[config.mk]
export PLATFORM = sky130hd
export DESIGN_NAME = byte_fifo_pair
export DESIGN_NICKNAME = d
export VERILOG_FILES = /design/src/rtl/bfp_pkg.sv /design/src/rtl/bfp_fifo.sv /design/src/rtl/bfp_tx_irq.sv /design/src/rtl/byte_fifo_pair.sv
export SDC_FILE = /design/constraint.sdc
export NUM_CORES = 1
export LEC_CHECK = 0
export ABC_AREA = 1
export BUFFER_PORTS_ARGS = -buffer_cell sky130_fd_sc_hd__buf_2
export CELL_PAD_IN_SITES_DETAIL_PLACEMENT = 2
export CELL_PAD_IN_SITES_GLOBAL_PLACEMENT = 2
export CORE_AREA = 3 3 234 236
export DETAILED_ROUTE_END_ITERATION = 12
export DIE_AREA = 0 0 237 239
export GPL_TIMING_DRIVEN = 1
export PLACE_DENSITY_LB_ADDON = 0.08
export SETUP_SLACK_MARGIN = 0.3
export SLEW_MARGIN = 20
export SYNTH_ARGS = -nofsm -noshare
export SYNTH_HDL_FRONTEND = slang
export SYNTH_SLANG_ARGS = --single-unit
[constraint.sdc]
create_clock -name clk -period 6.8 [get_ports clk]
set_input_delay 1.02 -clock clk [delete_from_list [all_inputs] [get_ports clk]]
set_output_delay 1.02 -clock clk [all_outputs]
set_load 0.05 [all_outputs]
[src/rtl/bfp_pkg.sv]
package bfp_pkg;
  // Next occupancy from the accepted handshakes of one cycle.
  function automatic int unsigned occ_next(int unsigned occ, logic push_ok, logic pop_ok);
    return occ + int'(push_ok) - int'(pop_ok);
  endfunction

  // Transmit interrupt threshold: empty, or at most half of the depth.
  function automatic logic tx_thresh_hit(int unsigned occ, int unsigned depth, logic on_empty);
    return on_empty ? (occ == 0) : (occ <= depth / 2);
  endfunction

  // Circular pointer advance for a depth that need not be a power of two.
  function automatic int unsigned ptr_next(int unsigned ptr, int unsigned depth);
    return (ptr == depth - 1) ? 0 : ptr + 1;
  endfunction
endpackage

[src/rtl/bfp_fifo.sv]
module bfp_fifo #(
  parameter int DEPTH = 32,
  parameter int DW    = 8,
  localparam int AW   = $clog2(DEPTH),
  localparam int CW   = $clog2(DEPTH + 1)
) (
  input  logic          clk,
  input  logic          rst_n,
  input  logic          push,
  input  logic [DW-1:0] wdata,
  input  logic          pop,
  output logic [DW-1:0] rdata,
  output logic [CW-1:0] count,
  output logic          full,
  output logic          empty,
  output logic          ovf,
  output logic          push_acc,
  output logic          pop_acc,
  output logic          push_drop
);
  logic [DW-1:0] mem [DEPTH];
  logic [AW-1:0] wr_ptr, rd_ptr;

  assign empty     = (count == '0);
  assign full      = (count == CW'(DEPTH));
  assign pop_acc   = pop && !empty;
  assign push_acc  = push && (!full || pop_acc);
  assign push_drop = push && !push_acc;

  always_ff @(posedge clk or negedge rst_n) begin
    if (!rst_n) begin
      wr_ptr <= '0;
      rd_ptr <= '0;
      count  <= '0;
      rdata  <= '0;
      ovf    <= 1'b0;
    end else begin
      if (push_acc) wr_ptr <= AW'(bfp_pkg::ptr_next(int'(wr_ptr), DEPTH));
      if (pop_acc) begin
        rd_ptr <= AW'(bfp_pkg::ptr_next(int'(rd_ptr), DEPTH));
        rdata  <= mem[rd_ptr];
      end
      count <= CW'(bfp_pkg::occ_next(int'(count), push_acc, pop_acc));
      if (push_drop) ovf <= 1'b1;
    end
  end

  always_ff @(posedge clk) begin
    if (push_acc) mem[wr_ptr] <= wdata;
  end
endmodule

[src/rtl/bfp_tx_irq.sv]
module bfp_tx_irq #(
  parameter int DEPTH = 32,
  localparam int CW   = $clog2(DEPTH + 1)
) (
  input  logic [CW-1:0] count,
  input  logic          on_empty,
  output logic          irq
);
  always_comb irq = bfp_pkg::tx_thresh_hit(int'(count), DEPTH, on_empty);
endmodule

[src/rtl/byte_fifo_pair.sv]
module byte_fifo_pair #(
  parameter int DEPTH = 32,
  parameter int DW    = 8,
  localparam int CW   = $clog2(DEPTH + 1)
) (
  input  logic          clk,
  input  logic          rst_n,
  input  logic          tx_irq_on_empty,
  input  logic          tx_push,
  input  logic [DW-1:0] tx_wdata,
  input  logic          tx_pop,
  output logic [DW-1:0] tx_rdata,
  output logic          tx_irq,
  output logic          tx_full,
  output logic          tx_empty,
  output logic          tx_ovf,
  input  logic          rx_push,
  input  logic [DW-1:0] rx_wdata,
  input  logic          rx_pop,
  output logic [DW-1:0] rx_rdata,
  output logic          rx_irq,
  output logic          rx_ovf
);
  logic [CW-1:0] tx_count, rx_count;
  logic tx_push_acc, tx_pop_acc, tx_push_drop;
  logic rx_push_acc, rx_pop_acc, rx_push_drop;
  logic rx_full, rx_empty;

  bfp_fifo #(.DEPTH(DEPTH), .DW(DW)) u_tx (
    .clk(clk), .rst_n(rst_n), .push(tx_push), .wdata(tx_wdata), .pop(tx_pop),
    .rdata(tx_rdata), .count(tx_count), .full(tx_full), .empty(tx_empty),
    .ovf(tx_ovf), .push_acc(tx_push_acc), .pop_acc(tx_pop_acc),
    .push_drop(tx_push_drop)
  );

  bfp_fifo #(.DEPTH(DEPTH), .DW(DW)) u_rx (
    .clk(clk), .rst_n(rst_n), .push(rx_push), .wdata(rx_wdata), .pop(rx_pop),
    .rdata(rx_rdata), .count(rx_count), .full(rx_full), .empty(rx_empty),
    .ovf(rx_ovf), .push_acc(rx_push_acc), .pop_acc(rx_pop_acc),
    .push_drop(rx_push_drop)
  );

  bfp_tx_irq #(.DEPTH(DEPTH)) u_tx_irq (
    .count(tx_count), .on_empty(tx_irq_on_empty), .irq(tx_irq)
  );

  assign rx_irq = !rx_empty;
endmodule

==> impl_metrics.yaml, run 1 <==
logic_synthesis:
  avgSynthCellArea_um2: 10.9
  syn-num-nets: 2277
  yosys_warnings: 0
  synth-seq-cells: 562
  yosysUniqueCellTypes: 36
  netlist_area_um2: 24200
  syn_inst: 2219
  yosysSeqAreaShare_pct: 68.7
floorplanning:
  io_pins: 45
  die_x_um: 237
  core_area_um2: 52700
  initial_utilization_pct: 45.9
  die_area_um2: 56600
  die_y_um: 239
  rows: 84
cts:
  numCtsBuffers: 59
  clkTransAtPathRegs_ps: 70
  cts_resized: 0
  cts-root-buf: "clkbuf_16"
  cts_sinks: 562
  htreeDepth: 2
  cts_tree: "built"
  hold_buffers: 0
  cts_setup_buffers: 0
  clockBufferDepth: 3
  clk_latency_ps: 630
pwr:
  finalPower_w: 0.0113
  leakage_nw: 10.6
  p_per_area_nw_per_um2: 422
  internal_power_w: 0.00699
  p_sw_share_pct: 38.3
  combPwrFrac_pct: 31.4
  netSwitchingPower_w: 0.00434
  ir_worst_vdd_mv: 0.290
  sequentialPowerShare_pct: 38.9
  power_frac_clock_pct: 29.8
setup_path:
  critPathRequiredTime_ps: 7300
  crit_arrival_ps: 4200
  end_kind: "flop"
  cp-start-kind: "flop"
  cp_max_fo: 75
  crit_type: "flop to flop"
finish:
  stdcell_area_um2: 26800
  fillers: 5259
  area_delta_synth_final_pct: 10.9
  layout-drive-gt1-share_pct: 8.23
  n_antenna_cell: 0
  num-nets-final: 2282
sta:
  period_minus_slack_ps: 3700
  drv_slew: 0
  period_share_pct: 54.4
  finalSetupViolCount: 0
  clock.fmax_ghz: 0.270
  fin_ws_ps: 3100
  rsz0062_at_grt: "false"
  skew_ps: 21.0
  tns_ps: 0
  worstMarginPinSlew_ps: 1060
  maxSlewHeadroom_pct: 29.4
  final_hold_viol_count: 0
placement:
  gp_congestion: 0.820
  dp_slack_ps: 3110
  portBuffers: 44
  dpl.hpwl_mm: 46.1
  place_area_um2: 24800
detailed_routing:
  drt_wl_total_mm: 76.3
  drtIter0Drc: 1114
  vias: 16600
  wl_met1_mm: 30.0
  met3_wirelength_mm: 2.35
  drt-vias-per-instance: 5.61
  top_layer: "met4"
  drtAntennaViolNets: 0
  drc_errors: 0
  first_pass_iters: 5
  post_drt_wl_per_cell_um: 25.8
  met2WireLength_mm: 40.7
grt:
  overflow: 0
  grt_pass1_wl_mm: 117
  grt_usage_pct: 27.2
  grt_pass1_vias: 18700
  antenna_found_initial: 0
  grt_max_degree: 104
run_status:
  status: "completed"
flow_run:
  cap_viol_max_count: 0
worst_hold_path:
  hold_path.class: "flop to flop"
-- Yosys cell counts (all sizes together) --
cell type  instances  area (um2)
nand3            468        2340
mux2i              1        10.0
inv              229         860
clkbuf            26        98.8
o21a               2        15.0
a31o               1        8.76
edfxtp           512       15400
o211ai             9        67.6
a21oi              7        35.0
o21ai             21         105
nor2              75         292
xnor2              2        17.5
dfrtp             50        1250
nor3b              2        20.0
a21o               1        7.51
or2               40         250
fa                 2        40.0
nor3               8        40.0
xor2               9        78.8
and3               1        6.26
nand2            627        2360
ha                33         413
clkinv             5        18.8
a31oi              1        6.26
buf               87         468
-- cell type report --
class                      count  area, um2  share of cell area [%]
tap                          688        861                    3.21
timing repair buffer          57        318                    1.18
multi-input combinational   1310       6140                    22.9
clock buffer                  73       1570                    5.86
sequential                   562      16600                    62.0
inverter                     234        880                    3.28
clock inverter                36        418                    1.56
-- power groups by stage --
stage          registers, W  logic [W]  clock network, W
2_1_floorplan       0.00444    0.00223                 0
3_3_place_gp        0.00445    0.00335                 0
3_5_place_dp        0.00447    0.00352                 0
4_1_cts             0.00440    0.00360           0.00343
5_1_grt             0.00444    0.00391           0.00355
6_report            0.00440    0.00356           0.00337
-- registers in the layout, summed over array words and instances (netlist names) --
| name | cells |
|---|---|
| u_rx.count | 6 |
| u_rx.mem | 256 |
| u_rx.ovf | 1 |
| u_rx.rd_ptr | 5 |
| u_rx.rdata | 8 |
| u_rx.wr_ptr | 5 |
| u_tx.count | 6 |
| u_tx.mem | 256 |
| u_tx.ovf | 1 |
| u_tx.rd_ptr | 5 |
| u_tx.rdata | 8 |
| u_tx.wr_ptr | 5 |
-- critical path, cell delays in order (launching register included) --
cell and delay [ps]:
dfrtp_4 910, clkinv_2 930, buf_4 650, nand2_1 190
nand3_1 110, nand3_1 140, nand2_1 120, nand2_1 100
nand3_1 110, nand3_1 130, nand2_1 60
-- layer usage --
metal	GRT usage (%)	vias to the layer above
met5	0	-
met4	11.7	0
met3	3.23	159
met2	50.4	336
met1	31.8	8615
li1	-	7483
-- final timing paths --
check / from / to / slack (ps) / cells after the start
worst max-delay path: u_tx.rd_ptr[0] / u_tx.rdata[7] / 3100 / 10
worst min-delay path: u_tx.ovf / u_tx.ovf / 480 / 1
worst max register to register: u_tx.rd_ptr[0] / u_tx.rdata[7] / 3100 / 10
worst min register to register: u_tx.ovf / u_tx.ovf / 480 / 1
max in group asynchronous: rst_n / u_tx.rd_ptr[0] / 5630 / 2
min in group asynchronous: rst_n / u_rx.count[4] / 570 / 2
-- kinds of logic after synthesis --
group | share of synthesized area [%]
mux | 0.0414
flops | 68.7
xor+xnor | 0.398
compound gates | 1.01
simple gates | 22.0
fa+ha+maj | 1.87
buf+inv | 5.97
-- layout by cell type (no fill, tap or decap), drive strengths merged, types with 7 or more instances in the layout --
master and n:
nand2 627, edfxtp 512, nand3 468, inv 228, nor2 75, clkbuf 73, buf 57, dfrtp 50
or2 40, ha 33, clkinv 26, o21ai 21, xor2 9, o211ai 9, bufinv 9, nor3 8
a21oi 7, clkinvlp 7
-- per-stage QoR --
stage                     instances  hold slack, ps  utilization [%]
final                          2960             485             50.9
after global routing           2960             511             50.9
after CTS                      2960             485             50.9
after detailed placement       2851             472             47.1
after global placement         2851             444             47.1
after floorplan                2219             574                -
Power figures use the tool's default switching activity.
==> run 2, diff against run 1 <==
--- a/config.mk
+++ b/config.mk
@@ -9,9 +9,9 @@
 export BUFFER_PORTS_ARGS = -buffer_cell sky130_fd_sc_hd__buf_2
 export CELL_PAD_IN_SITES_DETAIL_PLACEMENT = 2
 export CELL_PAD_IN_SITES_GLOBAL_PLACEMENT = 2
-export CORE_AREA = 3 3 234 236
+export CORE_AREA = 3 3 257 259
 export DETAILED_ROUTE_END_ITERATION = 12
-export DIE_AREA = 0 0 237 239
+export DIE_AREA = 0 0 260 262
 export GPL_TIMING_DRIVEN = 1
 export PLACE_DENSITY_LB_ADDON = 0.08
 export SETUP_SLACK_MARGIN = 0.3
==> constraint.sdc (replaced) <==
create_clock -name clk -period 3.4 [get_ports clk]
set_input_delay 0.51 -clock clk [delete_from_list [all_inputs] [get_ports clk]]
set_output_delay 0.51 -clock clk [all_outputs]
set_load 0.05 [all_outputs]
==> impl_metrics.yaml, run 2 (synthesized netlist as in run 1, its figures left out) <==
detailed_routing:
  wl_met1_mm: 31.0
  first_pass_iters: 5
  met3_wirelength_mm: 1.95
  drt_wl_total_mm: 75.2
  drt-vias-per-instance: 5.11
  drtIter0Drc: 883
  met2WireLength_mm: 40.0
  post_drt_wl_per_cell_um: 23.5
  drtAntennaViolNets: 0
  top_layer: "met4"
  vias: 16300
  drc_errors: 0
floorplanning:
  die_x_um: 260
  initial_utilization_pct: 37.7
  die_area_um2: 68100
  rows: 93
  core_area_um2: 64100
  io_pins: 45
  die_y_um: 262
grt:
  grt_usage_pct: 22.6
  grt_max_degree: 163
  antenna_found_initial: 2
  grt_pass1_wl_mm: 114
  overflow: 0
  grt_pass1_vias: 18100
sta:
  clock.fmax_ghz: 0.353
  rsz0062_at_grt: "false"
  period_minus_slack_ps: 2830
  final_hold_viol_count: 0
  skew_ps: 19.9
  maxSlewHeadroom_pct: 31.2
  drv_slew: 0
  tns_ps: 0
  worstMarginPinSlew_ps: 1030
  period_share_pct: 83.3
  finalSetupViolCount: 0
finish:
  layout-drive-gt1-share_pct: 11.2
  area_delta_synth_final_pct: 15.1
  layout_commonest_cell: "nand2_1"
  top_regs: "u_rx.mem x256, u_tx.mem x256"
  stdcell_area_um2: 27800
  final_core_util_pct: 43.4
  final_cell_mix: "nand2_1 (624), edfxtp_1 (512), nand3_1 (468)"
  num-nets-final: 2354
setup_path:
  max_stage_delay_ps: 470
  crit_type: "flop to flop"
  path_cells: "inv_1 -> ha_1 -> nand2_1 -> nor2_1 -> nand2_1 -> nand2_2 -> inv_2 -> nor2_2 -> nor2_4 -> nand2_1 -> nor2_1 -> buf_4"
  cp_common_cell: "nand2_1"
  end_kind: "flop"
  cp-start-kind: "flop"
  critPathBufInv: 3
  cp_max_fo: 16
  crit_arrival_ps: 3130
  critPathRequiredTime_ps: 3700
  cp_top_family: "simple AND/OR/NAND/NOR gates"
  cp_slowest_cell: "nand2_1"
cts:
  clkTransAtPathRegs_ps: 60
  htreeDepth: 3
  clk_latency_ps: 600
  cts-root-buf: "clkbuf_16"
  cts_sinks: 562
  cts_tree: "built"
  numCtsBuffers: 66
  clockBufferDepth: 3
  hold_buffers: 0
pwr:
  ir_worst_vdd_mv: 0.532
  p_per_area_nw_per_um2: 838
  leakage_nw: 11.1
run_status:
  status: "completed"
placement:
  dpl.hpwl_mm: 47.7
  place_area_um2: 25600
  gp_congestion: 0.805
  portBuffers: 44
flow_run:
  cap_viol_max_count: 0
worst_hold_path:
  hold_path.class: "input port to async pin"
## run 2: cell types whose count changed in the layout (fill, tap and decap cells not counted), moves of 5 or more
cell | before | now
clkinvlp_4 | 7 | 0
buf_4 | 13 | 74
clkbuf_16 | 61 | 71
clkinv_2 | 9 | 14
clkbuf_1 | 12 | 7
## run 2: stage by stage
| stage | hold slack, ps | cells | worst slack [ps] | total power [W] |
|---|---|---|---|---|
| global route | 97.9 | 3201 | 314 | 0.0246 |
| floorplan | 214 | 2219 | 560 | 0.0133 |
| CTS | 54.7 | 3201 | 457 | 0.0237 |
| global placement | 450 | 3083 | 586 | 0.0159 |
| finish | 51.2 | 3202 | 567 | 0.0233 |
| detailed placement | 460 | 3083 | 498 | 0.0161 |
## run 2: where the power goes
group,switching (W),total [W],internal [W]
Combinational,0.00530,0.00730,0.00200
Clock,0.00282,0.00744,0.00462
Sequential,0.000429,0.00860,0.00817
## run 2: metal layers
metal / up-vias / global-route usage [%]
met3: 129 / 3.21
met5: - / 0
li1: 7634 / -
met2: 212 / 42.0
met1: 8373 / 26.8
met4: 0 / 7.29
## run 2: cell type report
type                    instances  area, um2
diodes                          1       2.50
clock buffers                  82       1860
clock inverters                36        425
fillers                      6608      36300
inverters                     234        881
multi-input cells            1310       6120
flip-flops and latches        562      16600
well taps                     855       1070
repair buffers                122        856
## run 2: what timing repair did
action	in CTS	in global routing
buffers inserted	0	0
resized for setup	0	1
endpoints found under the setup margin	0	2
## run 2: final timing paths
| check | start | endpoint | slack (ps) | cells after the start |
|---|---|---|---|---|
| worst max-delay path | u_rx.count[2] | u_rx.mem[20][5] | 570 | 12 |
| worst min-delay path | rst_n | u_rx.rd_ptr[0] | 50 | 1 |
| worst max register to register | u_rx.count[2] | u_rx.mem[20][5] | 570 | 12 |
| worst min register to register | u_rx.ovf | u_rx.ovf | 470 | 1 |
| max in group asynchronous | rst_n | u_rx.rd_ptr[1] | 2520 | 2 |
| min in group clk | rx_push | u_rx.ovf | 150 | 2 |
